--- src/rtl/cache_lock_pkg.sv ---
package cache_lock_pkg;
  localparam int CRM_W = 4;
  localparam int OP2_W = 3;

  localparam logic [CRM_W-1:0] CRM_ICACHE  = 4'b0001;
  localparam logic [CRM_W-1:0] CRM_DCACHE  = 4'b0010;
  localparam logic [OP2_W-1:0] OP2_PRIMARY = 3'b000;
  localparam logic [OP2_W-1:0] OP2_UNLOCK  = 3'b001;

  typedef struct packed {
    logic fetchLock;
    logic icUnlock;
    logic dcUnlock;
    logic modeWrite;
    logic modeRead;
    logic zeroRead;
  } lockStrobes_t;
endpackage

--- src/rtl/cache_lock_decode.sv ---
module cache_lock_decode
  import cache_lock_pkg::*;
(
  input  logic             cmdValid,
  input  logic             cmdWrite,
  input  logic [CRM_W-1:0] cmdCrm,
  input  logic [OP2_W-1:0] cmdOp2,
  input  logic             icEnable,
  input  logic             dcEnable,
  input  logic             pending,
  output lockStrobes_t     strobes
);
  logic hitIcLine, hitIcAll, hitDcMode, hitDcAll;

  always_comb begin
    hitIcLine = (cmdCrm == CRM_ICACHE) && (cmdOp2 == OP2_PRIMARY);
    hitIcAll  = (cmdCrm == CRM_ICACHE) && (cmdOp2 == OP2_UNLOCK);
    hitDcMode = (cmdCrm == CRM_DCACHE) && (cmdOp2 == OP2_PRIMARY);
    hitDcAll  = (cmdCrm == CRM_DCACHE) && (cmdOp2 == OP2_UNLOCK);

    strobes.fetchLock = cmdValid && cmdWrite && hitIcLine && icEnable && !pending;
    strobes.icUnlock  = cmdValid && cmdWrite && hitIcAll && icEnable;
    strobes.dcUnlock  = cmdValid && cmdWrite && hitDcAll && dcEnable;
    strobes.modeWrite = cmdValid && cmdWrite && hitDcMode;
    strobes.modeRead  = cmdValid && !cmdWrite && hitDcMode;
    strobes.zeroRead  = cmdValid && !cmdWrite && !hitDcMode;
  end
endmodule

--- src/rtl/cache_lock_datapath.sv ---
module cache_lock_datapath
  import cache_lock_pkg::*;
#(
  parameter int DATA_W = 32
) (
  input  logic              clk,
  input  logic              rstN,
  input  lockStrobes_t      strobes,
  input  logic [DATA_W-1:0] cmdData,
  input  logic              icLockAck,
  input  logic              dcFillValid,
  output logic              pending,
  output logic [DATA_W-1:0] icLockAddr,
  output logic              icUnlockAll,
  output logic              dcUnlockAll,
  output logic [DATA_W-1:0] rdData,
  output logic              dcFillLocked
);
  localparam int PAD_W = DATA_W - 1;

  logic lockMode;

  always_ff @(posedge clk) begin
    if (!rstN) begin
      pending     <= 1'b0;
      icLockAddr  <= '0;
      icUnlockAll <= 1'b0;
      dcUnlockAll <= 1'b0;
      lockMode    <= 1'b0;
      rdData      <= '0;
    end else begin
      icUnlockAll <= strobes.icUnlock;
      dcUnlockAll <= strobes.dcUnlock;
      if (strobes.fetchLock) begin
        pending    <= 1'b1;
        icLockAddr <= cmdData;
      end else if (pending && icLockAck) begin
        pending <= 1'b0;
      end
      if (strobes.modeWrite) lockMode <= cmdData[0];
      if (strobes.modeRead) rdData <= {{PAD_W{1'b0}}, lockMode};
      else if (strobes.zeroRead) rdData <= '0;
    end
  end

  assign dcFillLocked = dcFillValid && lockMode;
endmodule

--- src/rtl/cache_lock_ctrl.sv ---
module cache_lock_ctrl
  import cache_lock_pkg::*;
#(
  parameter int DATA_W = 32
) (
  input  logic              clk,
  input  logic              rstN,
  input  logic              cmdValid,
  input  logic              cmdWrite,
  input  logic [CRM_W-1:0]  cmdCrm,
  input  logic [OP2_W-1:0]  cmdOp2,
  input  logic [DATA_W-1:0] cmdData,
  output logic [DATA_W-1:0] rdData,
  output logic              busy,
  input  logic              icEnable,
  input  logic              dcEnable,
  output logic              icLockReq,
  output logic [DATA_W-1:0] icLockAddr,
  input  logic              icLockAck,
  output logic              icUnlockAll,
  output logic              dcUnlockAll,
  input  logic              dcFillValid,
  output logic              dcFillLocked
);
  lockStrobes_t strobes;
  logic         pending;

  cache_lock_decode u_decode (
    .cmdValid (cmdValid),
    .cmdWrite (cmdWrite),
    .cmdCrm   (cmdCrm),
    .cmdOp2   (cmdOp2),
    .icEnable (icEnable),
    .dcEnable (dcEnable),
    .pending  (pending),
    .strobes  (strobes)
  );

  cache_lock_datapath #(.DATA_W(DATA_W)) u_datapath (
    .clk          (clk),
    .rstN         (rstN),
    .strobes      (strobes),
    .cmdData      (cmdData),
    .icLockAck    (icLockAck),
    .dcFillValid  (dcFillValid),
    .pending      (pending),
    .icLockAddr   (icLockAddr),
    .icUnlockAll  (icUnlockAll),
    .dcUnlockAll  (dcUnlockAll),
    .rdData       (rdData),
    .dcFillLocked (dcFillLocked)
  );

  assign busy      = pending;
  assign icLockReq = pending;
endmodule

--- config.mk ---
export PLATFORM = sky130hd
export DESIGN_NAME = cache_lock_ctrl
export DESIGN_NICKNAME = d
export VERILOG_FILES = /design/src/rtl/cache_lock_pkg.sv /design/src/rtl/cache_lock_decode.sv /design/src/rtl/cache_lock_datapath.sv /design/src/rtl/cache_lock_ctrl.sv
export SDC_FILE = /design/constraint.sdc
export NUM_CORES = 1
export LEC_CHECK = 0
export BUFFER_PORTS_ARGS = -buffer_cell sky130_fd_sc_hd__buf_4
export CAP_MARGIN = 20
export CORE_MARGIN = 8
export CORE_UTILIZATION = 45
export DETAILED_ROUTE_END_ITERATION = 8
export GPL_ROUTABILITY_DRIVEN = 1
export PLACE_DENSITY_LB_ADDON = 0.25
export SYNTH_ARGS = -nofsm -noshare
export SYNTH_HDL_FRONTEND = slang
export SYNTH_SLANG_ARGS = --single-unit
--- constraint.sdc ---
create_clock -name clk -period 2.5 [get_ports clk]
set_input_delay 0.375 -clock clk [delete_from_list [all_inputs] [get_ports clk]]
set_output_delay 0.375 -clock clk [all_outputs]
set_load 0.01 [all_outputs]
==> results.toml <==
[critical_path]
path_max_fanout = 33
endpoint_kind = "flop"
path_cells = "buf_4 > nor4b_2 > and4_2 > buf_12 > mux2i_1"
cp.buffers_inverters = 2
cp.arrival_ns = 1.56
critPathSlowestCell = "and4_2"
cp_data_required_time_ns = 2.70
critPathTopFamily = "simple AND/OR/NAND/NOR gates"
start_kind = "primary input"
critPathMaxStageDelay_ns = 0.29
setup.worst_path.class = "in2reg"

[finish]
antenna_cells = 0
nNetsFinal = 324
mostFrequentLayoutCell = "buf_4"
layout-drive-gt1-share_pct = 33.9
layout_common_cells = "buf_4 (84), nand2_1 (67), dfxtp_1 (37)"
area_delta_synth_final_pct = 31.9
nFillCells = 377
final_core_util_pct = 60.3

[clock_network]
hold_buffers = 0
cts_sinks = 37
post_cts.repair.setup_buffers = 0
clkTransAtPathRegs_ns = 0.06
htree_levels = 2
cts_repair_resize_count = 0
cts_root_buffer = "clkbuf_8"
clock_latency_ns = 0.27
cts_tree = "yes"
clk_path_buf_depth = 2
cts_buffers = 5

[die]
core_area_um2 = 3910
die_w_um = 79.0
start_util_pct = 45.7
rows = 23
die_y_um = 79.0
die_area_um2 = 6250
io_pins = 116

[synth]
ys_warn_count = 0
yosysSeqAreaShare_pct = 41.4
ys_ff_latch = 37
avgSynthCellArea_um2 = 8.98
syn_inst = 199
syn-cell-area_um2 = 1790
ys_types = 22

[timing]
worst_pin_slew_ns = 0.599
rsz0062_at_grt = "false"
finalCriticalPeriod_ns = 1.36
fin_tns_setup_ns = 0
fmax_ghz = 0.736
min_period_over_period_pct = 54.4
slew_violations = 0
hold_viol_final = 0
fin_skew_ns = 0.00229
slew_headroom_pct = 59.5
setup_viol = 0

[global_route]
grt_max_degree = 69
antenna_found_initial = 0
grt_pass1_wl_um = 6110
grt_pass1_vias = 1385
grt_use_total_pct = 12.0
grt_overflow = 0

[routing]
ant_nets = 0
drt-total-wl_um = 4080
drt_first_pass_iters = 4
wire_per_inst_um = 12.5
via_count = 1430
drc = 0
via_per_inst = 4.37
drtIter0Drc = 75

[min_path]
hp-class = "in2reg"

[flow_run]
maxCapViolCount = 0

[placement]
dpl.hpwl_um = 3110
io_buffers = 84
routabilityCongestion = 0.806

[power]
powerDensity_nw_per_um2 = 469
leakage_nw = 1.07
ir_drop_mv = 0.314
p_total_mw = 1.11

[outcome]
status = "finished clean"
-- registers in the layout (all words and copies together), names as in the netlist --
signal                  cells
u_datapath.dcUnlockAll      1
u_datapath.icLockAddr      32
u_datapath.icUnlockAll      1
u_datapath.lockMode         1
u_datapath.pending          1
u_datapath.rdData           1
-- kinds of logic after synthesis --
group / synth area share, %
DFF: 41.4
buffers and inverters: 19.2
and+or+nand+nor: 19.9
muxes: 18.5
other: 0.210
AOI/OAI and AO/OA: 0.840
-- final timing paths --
kind | slack [ns] | start | cells past startpoint | endpoint
setup reg to reg | 1.23 | u_datapath.pending | 4 | u_datapath.icLockAddr[9]
hold / removal | 0.33 | dcEnable | 3 | u_datapath.dcUnlockAll
setup / recovery | 1.14 | cmdCrm[1] | 5 | u_datapath.icLockAddr[9]
hold reg to reg | 0.45 | u_datapath.icLockAddr[17] | 2 | u_datapath.icLockAddr[17]
-- layer usage --
metal	global-route usage [%]	routed length [µm]	vias to the layer above
met5	0	0	-
met4	5.56	53	0
met3	5.08	387	5
met2	20.5	2010	56
met1	12.6	1620	638
li1	-	-	731
-- cell type report --
class / instances / area [µm²] / area share (%)
repair buffers: 85 / 651 / 27.6
clock buffers: 7 / 86.3 / 3.66
flip-flops and latches: 37 / 741 / 31.4
well taps: 50 / 62.6 / 2.65
multi-input cells: 148 / 818 / 34.7
-- stage by stage --
step           cells  cell area, µm²  hold WS, ns  setup WS [ns]
4_1_cts          327            2360        0.325           1.16
3_3_place_gp     320            2270        0.442          0.907
3_5_place_dp     320            2270        0.449          0.865
6_report         327            2360        0.329           1.14
2_1_floorplan    229            1900        0.447           1.12
5_1_grt          327            2360        0.330           1.10
-- Yosys cell counts --
master	count	area (µm²)
a21boi_0	1	7.51
and2_1	1	6.26
and4_1	1	8.76
and4bb_2	1	12.5
buf_12	3	60.1
buf_2	1	5.00
buf_4	32	240
buf_6	1	11.3
clkbuf_1	7	26.3
conb_1	1	3.75
dfxtp_1	37	741
mux2i_1	33	330
nand2_1	67	251
nand2b_1	1	6.26
nand3_1	1	5.00
nand4_1	2	12.5
nor2_1	3	11.3
nor2b_1	2	12.5
nor3_1	1	5.00
nor4b_1	1	8.76
nor4b_2	1	15.0
o21a_1	1	7.51
-- worst register-to-register path, cell delays in order, from the launching register on --
cell     delay, ns
dfxtp_1       0.34
nor2_1        0.10
and4_2        0.25
buf_12        0.24
mux2i_1       0.27
-- report_power, final --
part | internal, mW | switching, mW
logic | 0.0553 | 0.0584
registers | 0.590 | 0.000202
clock network | 0.218 | 0.183
total | 0.863 | 0.242
(Power assumes the default switching activity.)
